**src/rtl/mlc_pv_pkg.sv**
```systemverilog
package mlc_pv_pkg;
  typedef enum logic [2:0] {
    ST_IDLE, ST_INIT, ST_RPULSE, ST_SETTLE, ST_VERIFY, ST_FIN
  } pv_state_e;

  typedef enum logic [1:0] {CMP_BELOW, CMP_INSIDE, CMP_ABOVE} cmp_e;

  localparam logic [1:0] LVL_LOW_R  = 2'b11;
  localparam logic [1:0] LVL_HIGH_R = 2'b00;
  localparam logic [1:0] LVL_MID_LO = 2'b10;
  localparam logic [1:0] LVL_MID_HI = 2'b01;
endpackage

```
**src/rtl/mlc_pv_timer.sv**
```systemverilog
module mlc_pv_timer #(
  parameter int CW = 8
) (
  input  logic          clk_i,
  input  logic          rst_ni,
  input  logic          load_i,
  input  logic [CW-1:0] load_val_i,
  output logic          expired_o
);
  logic [CW-1:0] cnt_q;

  always_ff @(posedge clk_i or negedge rst_ni) begin
    if (!rst_ni)            cnt_q <= '0;
    else if (load_i)        cnt_q <= load_val_i;
    else if (cnt_q != '0)   cnt_q <= cnt_q - 1'b1;
  end

  assign expired_o = (cnt_q == '0);
endmodule

```
**src/rtl/mlc_pv_window.sv**
```systemverilog
module mlc_pv_window import mlc_pv_pkg::*; #(
  parameter int RES_W     = 8,
  parameter int RES_SCALE = 32
) (
  input  logic [1:0]       level_i,
  input  logic [RES_W-1:0] res_i,
  output cmp_e             cmp_o
);
  localparam int LO  = 5 * RES_SCALE;
  localparam int MID = 5 * RES_SCALE + RES_SCALE / 2;
  localparam int HI  = 6 * RES_SCALE;

  logic [RES_W-1:0] lo_b, hi_b;

  always_comb begin
    unique case (level_i)
      LVL_MID_LO: begin lo_b = RES_W'(LO);  hi_b = RES_W'(MID); end
      LVL_MID_HI: begin lo_b = RES_W'(MID); hi_b = RES_W'(HI);  end
      default:    begin lo_b = RES_W'(LO);  hi_b = RES_W'(HI);  end
    endcase
    if (res_i < lo_b)       cmp_o = CMP_BELOW;
    else if (res_i >= hi_b) cmp_o = CMP_ABOVE;
    else                    cmp_o = CMP_INSIDE;
  end
endmodule

```
**src/rtl/mlc_pv_seq.sv**
```systemverilog
module mlc_pv_seq import mlc_pv_pkg::*; #(
  parameter int DAC_W      = 10,
  parameter int PW_W       = 8,
  parameter int CNT_W      = 8,
  parameter int DEF_LIMIT  = 64,
  parameter int SETTLE_CYC = 4,
  parameter int FIX_PW     = 8
) (
  input  logic             clk_i,
  input  logic             rst_ni,
  input  logic             start_i,
  input  logic [1:0]       level_i,
  input  logic [DAC_W-1:0] istart_i,
  input  logic [DAC_W-1:0] istep_i,
  input  logic [PW_W-1:0]  pw_i,
  input  logic [CNT_W-1:0] limit_i,
  input  logic             sense_valid_i,
  input  cmp_e             cmp_i,
  input  logic             tmr_exp_i,
  output logic             tmr_load_o,
  output logic [PW_W-1:0]  tmr_val_o,
  output pv_state_e        state_o,
  output logic [1:0]       level_o,
  output logic [DAC_W-1:0] cur_o,
  output logic [CNT_W-1:0] cnt_o,
  output logic             fail_o
);
  localparam logic [PW_W-1:0]  FIX_LD    = PW_W'(FIX_PW - 1);
  localparam logic [PW_W-1:0]  SETTLE_LD = PW_W'(SETTLE_CYC - 1);
  localparam logic [CNT_W-1:0] DEF_LIM   = CNT_W'(DEF_LIMIT);

  pv_state_e        state_q, state_d;
  logic [1:0]       lvl_q;
  logic [DAC_W-1:0] step_q, cur_q, cur_d;
  logic [PW_W-1:0]  pw_q;
  logic [CNT_W-1:0] lim_q, cnt_q, cnt_d;
  logic             fail_q, fail_d, latch;
  logic [DAC_W:0]   nxt_sum;
  logic [PW_W-1:0]  pw_ld;
  logic [CNT_W-1:0] lim_eff;
  logic             extreme;

  assign nxt_sum = {1'b0, cur_q} + {1'b0, step_q};
  assign pw_ld   = (pw_q == '0) ? '0 : pw_q - 1'b1;
  assign lim_eff = (lim_q == '0) ? DEF_LIM : lim_q;
  assign extreme = (lvl_q == LVL_LOW_R) || (lvl_q == LVL_HIGH_R);

  always_comb begin
    state_d    = state_q;
    tmr_load_o = 1'b0;
    tmr_val_o  = '0;
    cur_d      = cur_q;
    cnt_d      = cnt_q;
    fail_d     = fail_q;
    latch      = 1'b0;
    unique case (state_q)
      ST_IDLE: if (start_i) begin
        state_d = ST_INIT; tmr_load_o = 1'b1; tmr_val_o = FIX_LD;
        latch = 1'b1; cnt_d = '0; fail_d = 1'b0; cur_d = istart_i;
      end
      ST_INIT: if (tmr_exp_i) begin
        if (extreme) state_d = ST_FIN;
        else begin
          state_d = ST_RPULSE; tmr_load_o = 1'b1; tmr_val_o = pw_ld;
          cnt_d = cnt_q + 1'b1;
        end
      end
      ST_RPULSE: if (tmr_exp_i) begin
        state_d = ST_SETTLE; tmr_load_o = 1'b1; tmr_val_o = SETTLE_LD;
      end
      ST_SETTLE: if (tmr_exp_i) state_d = ST_VERIFY;
      ST_VERIFY: if (sense_valid_i) begin
        unique case (cmp_i)
          CMP_INSIDE: state_d = ST_FIN;
          CMP_ABOVE:  begin state_d = ST_FIN; fail_d = 1'b1; end
          default: begin
            if (cnt_q >= lim_eff || nxt_sum[DAC_W]) begin
              state_d = ST_FIN; fail_d = 1'b1;
            end else begin
              state_d = ST_RPULSE; tmr_load_o = 1'b1; tmr_val_o = pw_ld;
              cur_d = nxt_sum[DAC_W-1:0]; cnt_d = cnt_q + 1'b1;
            end
          end
        endcase
      end
      ST_FIN:  state_d = ST_IDLE;
      default: state_d = ST_IDLE;
    endcase
  end

  always_ff @(posedge clk_i or negedge rst_ni) begin
    if (!rst_ni) begin
      state_q <= ST_IDLE;
      lvl_q   <= '0;
      step_q  <= '0;
      pw_q    <= '0;
      lim_q   <= '0;
      cur_q   <= '0;
      cnt_q   <= '0;
      fail_q  <= 1'b0;
    end else begin
      state_q <= state_d;
      cur_q   <= cur_d;
      cnt_q   <= cnt_d;
      fail_q  <= fail_d;
      if (latch) begin
        lvl_q  <= level_i;
        step_q <= istep_i;
        pw_q   <= pw_i;
        lim_q  <= limit_i;
      end
    end
  end

  assign state_o = state_q;
  assign level_o = lvl_q;
  assign cur_o   = cur_q;
  assign cnt_o   = cnt_q;
  assign fail_o  = fail_q;
endmodule

```
**src/rtl/mlc_pv_ctrl.sv**
```systemverilog
module mlc_pv_ctrl import mlc_pv_pkg::*; #(
  parameter int DAC_W      = 10,
  parameter int RES_W      = 8,
  parameter int PW_W       = 8,
  parameter int CNT_W      = 8,
  parameter int RES_SCALE  = 32,
  parameter int DEF_LIMIT  = 64,
  parameter int SETTLE_CYC = 4,
  parameter int FIX_PW     = 8,
  parameter int OSET_CODE  = 200,
  parameter int ORST_CODE  = 1000
) (
  input  logic             clk_i,
  input  logic             rst_ni,
  input  logic             start_i,
  input  logic [1:0]       level_i,
  input  logic [DAC_W-1:0] istart_i,
  input  logic [DAC_W-1:0] istep_i,
  input  logic [PW_W-1:0]  pw_i,
  input  logic [CNT_W-1:0] limit_i,
  input  logic             sense_valid_i,
  input  logic [RES_W-1:0] sense_res_i,
  output logic [DAC_W-1:0] dac_code_o,
  output logic             pulse_o,
  output logic             set_mode_o,
  output logic             sense_req_o,
  output logic             busy_o,
  output logic             done_o,
  output logic             fail_o,
  output logic [CNT_W-1:0] pulse_cnt_o
);
  pv_state_e        state;
  cmp_e             cmp;
  logic [1:0]       lvl;
  logic [DAC_W-1:0] cur;
  logic             tmr_load, tmr_exp, fail_flag;
  logic [PW_W-1:0]  tmr_val;

  mlc_pv_seq #(
    .DAC_W(DAC_W), .PW_W(PW_W), .CNT_W(CNT_W), .DEF_LIMIT(DEF_LIMIT),
    .SETTLE_CYC(SETTLE_CYC), .FIX_PW(FIX_PW)
  ) u_seq (
    .clk_i, .rst_ni, .start_i, .level_i, .istart_i, .istep_i, .pw_i,
    .limit_i, .sense_valid_i,
    .cmp_i(cmp), .tmr_exp_i(tmr_exp), .tmr_load_o(tmr_load),
    .tmr_val_o(tmr_val), .state_o(state), .level_o(lvl), .cur_o(cur),
    .cnt_o(pulse_cnt_o), .fail_o(fail_flag)
  );

  mlc_pv_timer #(.CW(PW_W)) u_tmr (
    .clk_i, .rst_ni, .load_i(tmr_load), .load_val_i(tmr_val),
    .expired_o(tmr_exp)
  );

  mlc_pv_window #(.RES_W(RES_W), .RES_SCALE(RES_SCALE)) u_win (
    .level_i(lvl), .res_i(sense_res_i), .cmp_o(cmp)
  );

  always_comb begin
    unique case (state)
      ST_INIT:   dac_code_o = (lvl == LVL_HIGH_R) ? DAC_W'(ORST_CODE) : DAC_W'(OSET_CODE);
      ST_RPULSE: dac_code_o = cur;
      default:   dac_code_o = '0;
    endcase
  end

  assign pulse_o     = (state == ST_INIT) || (state == ST_RPULSE);
  assign set_mode_o  = (state == ST_INIT) && (lvl != LVL_HIGH_R);
  assign sense_req_o = (state == ST_VERIFY);
  assign busy_o      = (state != ST_IDLE);
  assign done_o      = (state == ST_FIN);
  assign fail_o      = done_o && fail_flag;
endmodule

```
**config.mk**
```make
export PLATFORM = sky130hd
export DESIGN_NAME = mlc_pv_ctrl
export DESIGN_NICKNAME = d
export VERILOG_FILES = /design/src/rtl/mlc_pv_pkg.sv /design/src/rtl/mlc_pv_timer.sv /design/src/rtl/mlc_pv_window.sv /design/src/rtl/mlc_pv_seq.sv /design/src/rtl/mlc_pv_ctrl.sv
export SDC_FILE = /design/constraint.sdc
export NUM_CORES = 1
export LEC_CHECK = 0
export ABC_AREA = 1
export BUFFER_PORTS_ARGS = -buffer_cell sky130_fd_sc_hd__buf_2
export CAP_MARGIN = 15
export CORE_MARGIN = 1
export CORE_UTILIZATION = 45
export CTS_CLUSTER_DIAMETER = 150
export CTS_CLUSTER_SIZE = 16
export DETAILED_ROUTE_END_ITERATION = 16
export GPL_TIMING_DRIVEN = 1
export PLACE_DENSITY = 0.66
export SLEW_MARGIN = 20
export SYNTH_ARGS = -nofsm -noshare
export SYNTH_HDL_FRONTEND = slang
export SYNTH_HIERARCHICAL = 1
export SYNTH_SLANG_ARGS = --single-unit
```
**constraint.sdc**
```tcl
create_clock -name clk_i -period 3.5 [get_ports clk_i]
set_input_delay 0.7 -clock clk_i [delete_from_list [all_inputs] [get_ports clk_i]]
set_output_delay 0.7 -clock clk_i [all_outputs]
set_load 0.02 [all_outputs]
```
== Word level (Yosys, flattened, before mapping) ==
Cells that the tools add are included.

* Add/subtract/negate cells: 4
* Magnitude comparators: 3
* Eq/ne operators: 20
* Muxes and demuxes: 53
* Reduce and logical (&&, ||, !) cells: 21

{| class="wikitable"
|+ Operators with widths
! kind !! number
|-
| 8-bit two-way mux || 15
|-
| 10-bit two-way mux || 5
|-
| 10-bit one-hot mux with 2 select lines || 2
|-
| 8-bit one-hot mux with 4 select lines || 1
|-
| 3-bit two-way mux || 9
|-
| 8-bit logical NOT || 3
|-
| 8-bit one-hot mux with 3 select lines || 1
|-
| 2-bit != test (second input constant) || 9
|-
| 8-bit >= comparator || 2
|-
| 8-bit by 1-bit subtractor with 8-bit output (second input constant) || 2
|-
| 3-bit one-hot mux with 5 select lines || 1
|-
| 5-bit AND reduction || 3
|-
| 10-bit by 10-bit adder with 11-bit output || 1
|-
| 1-bit two-way mux || 11
|-
| 8-bit by 1-bit adder with 8-bit output (second input constant) || 1
|-
| 8-bit less-than comparator || 1
|-
| 8-bit nonzero test || 1
|-
| 7-bit two-way mux || 1
|-
| 7-bit AND reduction || 1
|-
| 2-bit == test (second input constant) || 3
|-
| 3-bit by 2-bit == test with 1-bit output (second input constant) || 2
|-
| 3-bit == test (second input constant) || 2
|-
| 2-bit two-way mux || 3
|-
| 2-bit nonzero test || 3
|-
| other kinds (12) || 18
|}

* Register bits: 58
* Bits of input ports: 50
* Word-level logic and storage cells: 110

== Depth between registers and ports, before layout ==
Gate-level depths: netlist of run 1.

* Depth after elaboration: 11
* Gate-level depth with buffers: 20
* Depth with buffers taken out: 19

== By module ==
The synthesis of run 1 kept the hierarchy.

{| class="wikitable"
|+ Modules (own cells, without submodules)
! module !! times used !! cells an instance !! area an instance (um^2)
|-
| mlc_pv_seq || 1 || 504 || 3524.6
|-
| mlc_pv_timer || 1 || 71 || 513.0
|-
| mlc_pv_ctrl || 1 || 38 || 198.9
|-
| mlc_pv_window || 1 || 23 || 106.4
|}

== Least setup slack after synthesis of run 1 ==
OpenSTA, ideal clock, no wires.

* Path kind: input port to flip-flop
* Start: input port sense_res_i[5]
* End: register u_tmr.cnt_q[0]
* Setup time: 0.118 ns
* Data arrival time: 2.616 ns
* Required time: 3.382 ns
* Setup slack: 0.766 ns
* Cell stages on the path: 16
* Buffers on the path: 1
* Cells stage by stage: ha_1 nor2_2 nor2_1 nor2_1 nor2_1 nor2_1 inv_1 ha_1 inv_1 nor2_1 nand3_1 nand3_1 buf_2 o21ai_0 nand2_1 o21ai_2

* Longest elaborated chain between the ends: 9
* Elaborated cells between the ends (all ways): 15
* Those cells by class: order compare: 2; eq/ne: 2; mux: 9; reduce/logical: 2

{| class="wikitable"
|+ Ends and longest elaborated chain
! what !! line !! text
|-
| from (decl) || mlc_pv_ctrl.sv:22 || <nowiki>input logic [RES_W-1:0] sense_res_i,</nowiki>
|-
| 8-bit >= comparator || mlc_pv_window.sv:22 || <nowiki>else if (res_i >= hi_b) cmp_o = CMP_ABOVE;</nowiki>
|-
| 2-bit two-way mux || mlc_pv_window.sv:22 ||
|-
| 2-bit two-way mux * || mlc_pv_window.sv:21 || <nowiki>if (res_i < lo_b) cmp_o = CMP_BELOW;</nowiki>
|-
| net cmp[0] || mlc_pv_ctrl.sv:33 || <nowiki>cmp_e cmp;</nowiki>
|-
| 2-bit by 1-bit == test with 1-bit output / 2-bit == test (equally long branches) || mlc_pv_seq.sv:73 || <nowiki>unique case (cmp_i)</nowiki>
|-
| 2-bit OR reduction (no source line) * || -- ||
|-
| 1-bit two-way mux * || mlc_pv_seq.sv:73 ||
|-
| 1-bit two-way mux * || mlc_pv_seq.sv:72 || <nowiki>ST_VERIFY: if (sense_valid_i) begin</nowiki>
|-
| 1-bit one-hot mux with 4 select lines * || mlc_pv_seq.sv:56 || <nowiki>unique case (state_q)</nowiki>
|-
| net tmr_load || mlc_pv_ctrl.sv:36 || <nowiki>logic tmr_load, tmr_exp, fail_flag;</nowiki>
|-
| 8-bit two-way mux / 2-bit nonzero test (equally long branches) || -- ||
|-
| to (signal assigned) || mlc_pv_timer.sv:14 || <nowiki>else if (load_i) cnt_q <= load_val_i;</nowiki>
|-
| to (signal assigned) || mlc_pv_timer.sv:15 || <nowiki>else if (cnt_q != '0) cnt_q <= cnt_q - 1'b1;</nowiki>
|-
| to (decl) || mlc_pv_timer.sv:10 || <nowiki>logic [CW-1:0] cnt_q;</nowiki>
|}

Mark *: on every way through the listed nets, which the timed path passes. The rest lies on a longest branch.
A chain may end at the register's enable or synchronous reset.

== Worst setup path after layout of run 1 ==
* Start: register u_seq.lvl_q[0] (netlist: u_seq/level_o[0])
* End: register u_seq.cnt_q[5] (netlist: u_seq/cnt_o[5])

* Longest elaborated chain between the ends: 9
* Elaborated cells between the ends (all ways): 17
* Those cells by class: order compare: 2; eq/ne: 7; mux: 4; reduce/logical: 4

{| class="wikitable"
|+ Ends and longest elaborated chain
! what !! line !! text
|-
| from (decl) || mlc_pv_seq.sv:33 || <nowiki>logic [1:0] lvl_q;</nowiki>
|-
| from (signal assigned) || mlc_pv_seq.sv:107 || <nowiki>lvl_q <= level_i;</nowiki>
|-
| 2-bit == test || mlc_pv_window.sv:16 || <nowiki>unique case (level_i)</nowiki>
|-
| 7-bit two-way mux || mlc_pv_window.sv:16 ||
|-
| 8-bit >= comparator || mlc_pv_window.sv:22 ||
|-
| 2-bit two-way mux || mlc_pv_window.sv:22 ||
|-
| 2-bit two-way mux * || mlc_pv_window.sv:21 ||
|-
| net cmp[0] || mlc_pv_ctrl.sv:33 ||
|-
| 2-bit by 1-bit == test with 1-bit output / 2-bit == test (equally long branches) || mlc_pv_seq.sv:73 ||
|-
| 2-bit OR reduction (no source line) * || -- ||
|-
| 2-bit != test (no source line) * || -- ||
|-
| 7-bit AND reduction (no source line) * || -- ||
|-
| to (signal assigned) || mlc_pv_seq.sv:104 || <nowiki>cnt_q <= cnt_d;</nowiki>
|-
| to (decl) || mlc_pv_seq.sv:36 || <nowiki>logic [CNT_W-1:0] lim_q, cnt_q, cnt_d;</nowiki>
|}

Marked as above.

==> metrics.csv, run 1 <==
metric,value,unit
Finished Cell Area,5051,um^2
Worst R2R Path Depth,16,
Max Cap Viol,0,
Worst-Margin Slew,0.6742,ns
Max stage delay on crit path,0.45,ns
GR Util met3,4.944,%
first-pass GRT wire length,18660,um
"Primary FF master, synth",dfrtp_1,
final number of setup-violating endpoints,0,
P_leak,2.790,nW
CTS tree,done,
n_diodes,0,
Post-Syn Instances,636,
WP depth,16,
startpoint types,flop,
crit-path most repeated cell,nor2_1,
# IOs,74,
dpl cell area,4802,um^2
met2 global-route usage,40.25,%
vias per cell,5.038,
Worst-path clk slew,0.08,ns
Clock Path Buffers,2,
Initial DRC Count,263,
initial antenna violation count,0,
Post-Route WL,10830,um
largest net degree at the start of global routing,48,
grt peak-use layer,met2,
"commonest cells after routing, fill and taps aside","nand2_1 (227), buf_2 (69), nor2_1 (67)",
Critical Path RT,3.73,ns
fillcell total,966,
Sw Pwr,0.3474,mW
CTS buffer count,9,
Synth warnings,6,
clock sinks,58,
Period minus WS final,2.949,ns
final worst path period share,84.26,%
H-tree depth,3,
via count,4232,
combinational group share of total power,4.5,%
clock share of power,51.6,%
Max Freq,339.1,MHz
number of I/O port buffers,69,
DRT Pass-1 Iters,8,
post-synthesis cell type count,39,
Post-Syn Area,4343,um^2
CP Cell Sequence,"nor2_2, inv_2, ha_1, nor2_2, nor2_1, nor2_1, nor2_1, nor2_1, inv_1, ha_1, inv_1, buf_4, o21ai_2, nand2_4, nand2_1, nand2_1",
Peak VDD IR,205.7,uV
CTS Hold Buffers Added,0,
critical setup path kind,reg2reg,
sequential group share of total power,43.9,%
#FFs+latches synth,58,
GRT Resource Usage Total,23.42,%
sequential area share after synthesis,33.42,%
setup ws final,0.5509,ns
CP Max Fanout,9,
Chip Width,100.2,um
die height,100.2,um
CP Capture Type,flop,
max_slew headroom,54.35,%
Critical Path AT,3.18,ns
DR WL/cell,12.89,um
ANT nets after route,0,
dpl hpwl,8014,um
met1 Use GR,29.86,%
grt ovf,0,
worst hold path type,in2async,
"commonest non-fill, non-tap cell in the layout",nand2_1,
Post-Place Worst Slack,0.3864,ns
Slowest cell on crit path,dfrtp_1,
vias in the first global route,4115,
"delay-heaviest family, CP",simple AND/OR/NAND/NOR gates,
post-synthesis net count,712,
Clk Tree Root Cell,clkbuf_8,
die area,10050,um^2
Final Slew Violations,0,
drc violations,0,
area delta synth->final,16.31,%
Fin Setup TNS,0,ns
nets@finish,782,
starting density of the core,46.78,%
Final Hold Violating Endpoints,0,
GP Congestion,0.8734,
worst skew pair latency,0.34,ns
post-CTS resize count,0,
Sw Ratio,22.77,%
status,"complete, no violations",
Worst Path Buf+Inv,4,
Synth Area per Inst,6.828,um^2
Post-synth EDFFs,0,
core box area,9284,um^2
FP Rows,35,
share of layout cells above drive strength 1,18.71,%
Cell Pwr Density,302.1,nW/um^2
ys async rst share,100.0,%
Int Power,1.178,mW
RSZ-0062 raised after global routing,no,
Worst Clk Skew,0.007229,ns
setup bufs post-CTS,0,
[layer usage]
| layer | vias up | share of wire, % |
|---|---|---|
| met5 | - | 0 |
| met4 | 0 | 1.1 |
| met3 | 13 | 4.9 |
| met2 | 123 | 49 |
| met1 | 1929 | 45 |
| li1 | 2167 | - |
[synth_stat cells (all sizes together), types with 2 or more instances]
library cell	n	share of area, %
nand2	232	21
a21oi	10	1.2
nor3b	2	0.35
mux2i	3	0.69
ha	25	7.2
nand3b	2	0.35
nor3	7	0.92
o22ai	3	0.43
inv	71	6.1
nand3	52	6.6
xor2	7	1.4
dfrtp	58	33
clkbuf	4	0.35
nor2	78	7.8
buf	13	2.0
xnor2	5	1.0
nand4	19	2.9
o21ai	36	5.0
[final timing paths]
check	start	to	slack [ns]
worst max-delay path	u_seq/level_o[0]	u_seq/cnt_o[5]	0.55
worst min-delay path	rst_ni	u_seq/lim_q[2]	0.24
worst max register to register	u_seq/level_o[0]	u_seq/cnt_o[5]	0.55
worst min register to register	u_seq/step_q[0]	u_seq/step_q[0]	0.49
max in group asynchronous	rst_ni	u_seq/cur_o[0]	2.53
min in group clk_i	u_seq/step_q[0]	u_seq/step_q[0]	0.49
[power groups by stage]
stage	Combinational, mW	Clock [mW]	Sequential, mW
2_1_floorplan	0.0222	0	0.683
3_3_place_gp	0.0681	0	0.683
3_5_place_dp	0.0697	0	0.683
4_1_cts	0.0703	0.812	0.669
5_1_grt	0.0787	0.847	0.669
6_report	0.0687	0.788	0.670
[through the flow]
step                util, %  power, mW  hold WS, ns  instances
CTS                   54.41      1.552       0.2327        840
finish                54.41      1.526       0.2406        840
global placement      51.73     0.7509       0.4694        824
detailed placement    51.73     0.7525       0.4784        824
floorplan                 -     0.7052       0.4044        636
global route          54.41      1.595       0.2386        840
[flip-flops by register name, indices dropped and copies added (netlist names)]
signal	cells
u_seq/lim_q	8
u_seq/pw_q	8
u_seq/step_q	10
u_tmr/cnt_q	8
u_seq/state_o	3
u_seq/level_o	2
u_seq/cur_o	10
u_seq/cnt_o	8
u_seq/fail_o	1
[cells by family after synthesis]
kind of cell	count (synthesis)	share of synthesized area [%]
AOI/OAI and AO/OA	54	7.520
xor gates and xnor gates	12	2.420
adders and majority gates	26	7.664
buffers and inverters	89	8.528
DFF	58	33.42
muxes	3	0.6915
and+or+nand+nor	394	39.76
[final cells by class]
type,instances,area (um^2),area share [%]
inverter,72,270.3,5.351
timing repair buffer,76,397.9,7.877
clock inverter,7,125.1,2.477
multi-input combinational,489,2521,49.91
clock buffer,9,123.9,2.452
sequential,58,1451,28.73
tap,129,161.4,3.195
[worst register-to-register path, cell delays in order, from the launching register on]
cell     delay [ns]
dfrtp_1        0.45
nor2_2         0.16
inv_2          0.05
ha_1           0.30
nor2_2         0.15
nor2_1         0.05
nor2_1         0.08
nor2_1         0.04
nor2_1         0.16
inv_1          0.07
ha_1           0.38
inv_1          0.08
buf_4          0.16
o21ai_2        0.42
nand2_4        0.15
nand2_1        0.09
nand2_1        0.05
(Power assumes the default switching activity.)
==> inputs of run 2 (changes only) <==
PLACE_DENSITY = 0.69   (was 0.66)
clock period = 2.6 ns   (was 3.5 ns; I/O delays follow)
==> metrics.csv, run 2 (synthesized netlist as in run 1, its figures left out) <==
metric,value,unit,change
worst skew pair latency,0.34,ns,about the same
Worst Clk Skew,0.008506,ns,+0.001277 ns
final worst path period share,96.33,%,+12 points
clock sinks,58,,unchanged
Max stage delay on crit path,0.40,ns,-0.05 ns
Finished Cell Area,5264,um^2,+4.2%
FP Rows,35,,unchanged
Final Hold Violating Endpoints,0,,unchanged
critical path endpoint,u_seq/cur_o[1],,
Peak VDD IR,200.3,uV,-2.6%
Clk Tree Root Cell,clkbuf_8,,
Design Power,1.720,mW,+13%
die area,10050,um^2,unchanged
GRT Resource Usage Total,23.18,%,-0.24 points
"commonest non-fill, non-tap cell in the layout",nand2_1,,
ANT nets after route,0,,unchanged
vias in the first global route,4141,,+0.63%
RSZ-0062 raised after global routing,yes,,
CP Cell Sequence,"nor4_2, a41oi_2, ha_1, buf_4, nand2_1, nor2_1, nand2_1, nand3_2, buf_8, nand2_1, nand3_4, buf_12, nand2_1, o21ai_2",,
fillcell total,914,,-5.4%
Post-Route WL,11220,um,+3.6%
Chip Width,100.2,um,unchanged
post-route core utilization,56.70,%,+2.3 points
final number of setup-violating endpoints,0,,unchanged
Int Power,1.305,mW,+11%
P_leak,2.881,nW,+3.3%
r2r setup slk,0.1,ns,-0.46 ns
number of I/O port buffers,69,,unchanged
Critical Path RT,2.82,ns,-0.91 ns
first-pass GRT wire length,18550,um,-0.59%
H-tree depth,3,,unchanged
core box area,9284,um^2,unchanged
n_diodes,0,,unchanged
WP depth,14,,-2
FF-to-FF Start,u_seq/lim_q[1],,
Non-Filler Instances,856,,+1.9%
setup ws final,0.09536,ns,-0.4555 ns
status,"complete, no violations",,
Max Freq,399.3,MHz,+18%
Cell Pwr Density,326.8,nW/um^2,+8.2%
drc violations,0,,unchanged
Final Slew Violations,0,,unchanged
DR WL/cell,13.11,um,+1.7%
initial antenna violation count,0,,unchanged
grt ovf,0,,unchanged
dpl hpwl,8109,um,+1.2%
# IOs,74,,unchanged
CTS tree,done,,
combinational group share of total power,6.3,%,+1.8 points
Worst R2R Path Depth,14,,-2
Sw Pwr,0.4149,mW,+19%
area delta synth->final,21.20,%,
hold_ws,0.1765,ns,-0.06406 ns
vias per cell,5.106,,+1.4%
Max Cap Viol,0,,unchanged
die height,100.2,um,unchanged
CTS Hold Buffers Added,0,,unchanged
Period minus WS final,2.505,ns,-0.4445 ns
share of layout cells above drive strength 1,22.83,%,+4.1 points
Post-Place Worst Slack,-0.1215,ns,-0.5080 ns
Initial DRC Count,209,,-21%
clock share of power,41.2,%,-10 points
largest net degree at the start of global routing,48,,unchanged
sequential group share of total power,52.5,%,+8.6 points
max_slew headroom,58.70,%,+4.4 points
crit-path most repeated cell,nand2_1,,
nets@finish,800,,+2.3%
critical setup path kind,reg2reg,,
Worst Path Buf+Inv,3,,-1
CTS buffer count,9,,unchanged
GP Congestion,0.8682,,-0.60%
DRT Pass-1 Iters,5,,-3
Clock Path Buffers,2,,unchanged
Sw Ratio,24.12,%,+1.3 points
CP Max Fanout,14,,+5
"commonest cells after routing, fill and taps aside","nand2_1 (226), buf_2 (69), nor2_1 (63)",,
Fin Setup TNS,0,ns,unchanged
Worst-path clk slew,0.07,ns,about the same
startpoint types,flop,,
dpl cell area,4905,um^2,+2.1%
CP Capture Type,flop,,
DP Cell Count,836,,+1.5%
worst hold path type,in2async,,
Slowest cell on crit path,dfrtp_1,,
CP startpoint,u_seq/lim_q[1],,
Critical Path AT,2.73,ns,-0.45 ns
Worst R2R End,u_seq/cur_o[1],,
via count,4371,,+3.3%
starting density of the core,46.78,%,unchanged
"delay-heaviest family, CP",simple AND/OR/NAND/NOR gates,,
Worst-Margin Slew,0.6098,ns,-0.06437 ns
-- run 2: power groups by stage --
stage	clock network [mW]	registers [mW]	logic, mW
floorplan	0	0.919	0.0303
global placement	0	0.919	0.0992
detailed placement	0	0.919	0.102
CTS	0.728	0.902	0.102
global route	0.761	0.902	0.121
finish	0.709	0.902	0.109
-- run 2: layout make-up --
| cell class | count | area, um^2 | area share (%) |
|---|---|---|---|
| Multi-Input combinational cell | 489 | 2629 | 49.94 |
| Sequential cell | 58 | 1451 | 27.57 |
| Clock buffer | 10 | 137.6 | 2.615 |
| Tap cell | 129 | 161.4 | 3.066 |
| Timing Repair Buffer | 94 | 590.6 | 11.22 |
| Clock inverter | 4 | 20.02 | 0.3803 |
| Inverter | 72 | 274.0 | 5.206 |
-- run 2: what timing repair did --
| item | in CTS | in global routing |
|---|---|---|
| endpoints found under the hold margin | 0 | 0 |
| endpoints found under the setup margin | 8 | 28 |
| pin swaps | 0 | 15 |
| gates cloned | 0 | 1 |
| gates resized for setup | 2 | 30 |
| setup buffers | 0 | 5 |
-- run 2: worst min path at each step --
stage | from | to | slack (ns) | cells past startpoint
2_1_floorplan | rst_ni | u_seq/cnt_o[0] | 0.22 | 0
3_3_place_gp | u_seq/lim_q[6] | u_seq/lim_q[6] | 0.47 | 2
3_5_place_dp | u_seq/step_q[8] | u_seq/step_q[8] | 0.47 | 2
4_1_cts | rst_ni | u_seq/lim_q[2] | 0.19 | 1
5_1_grt | rst_ni | u_seq/lim_q[3] | 0.23 | 1
6_report | rst_ni | u_seq/lim_q[3] | 0.18 | 1
-- run 2: worst reg2reg max path: stages (launching register included) --
cell and delay (ns):
dfrtp_1 0.40, nor4_2 0.31, a41oi_2 0.16, ha_1 0.35
buf_4 0.14, nand2_1 0.05, nor2_1 0.04, nand2_1 0.07
nand3_2 0.17, buf_8 0.19, nand2_1 0.11, nand3_4 0.11
buf_12 0.17, nand2_1 0.08, o21ai_2 0.05
-- run 2: metal layers --
| layer | part of all wire, % | GRT usage, % | vias to the layer above |
|---|---|---|---|
| li1 | - | - | 2203 |
| met1 | 44 | 28.99 | 2015 |
| met2 | 48 | 40.52 | 130 |
| met3 | 5.0 | 3.412 | 23 |
| met4 | 2.1 | 8.473 | 0 |
| met5 | 0 | 0 | - |
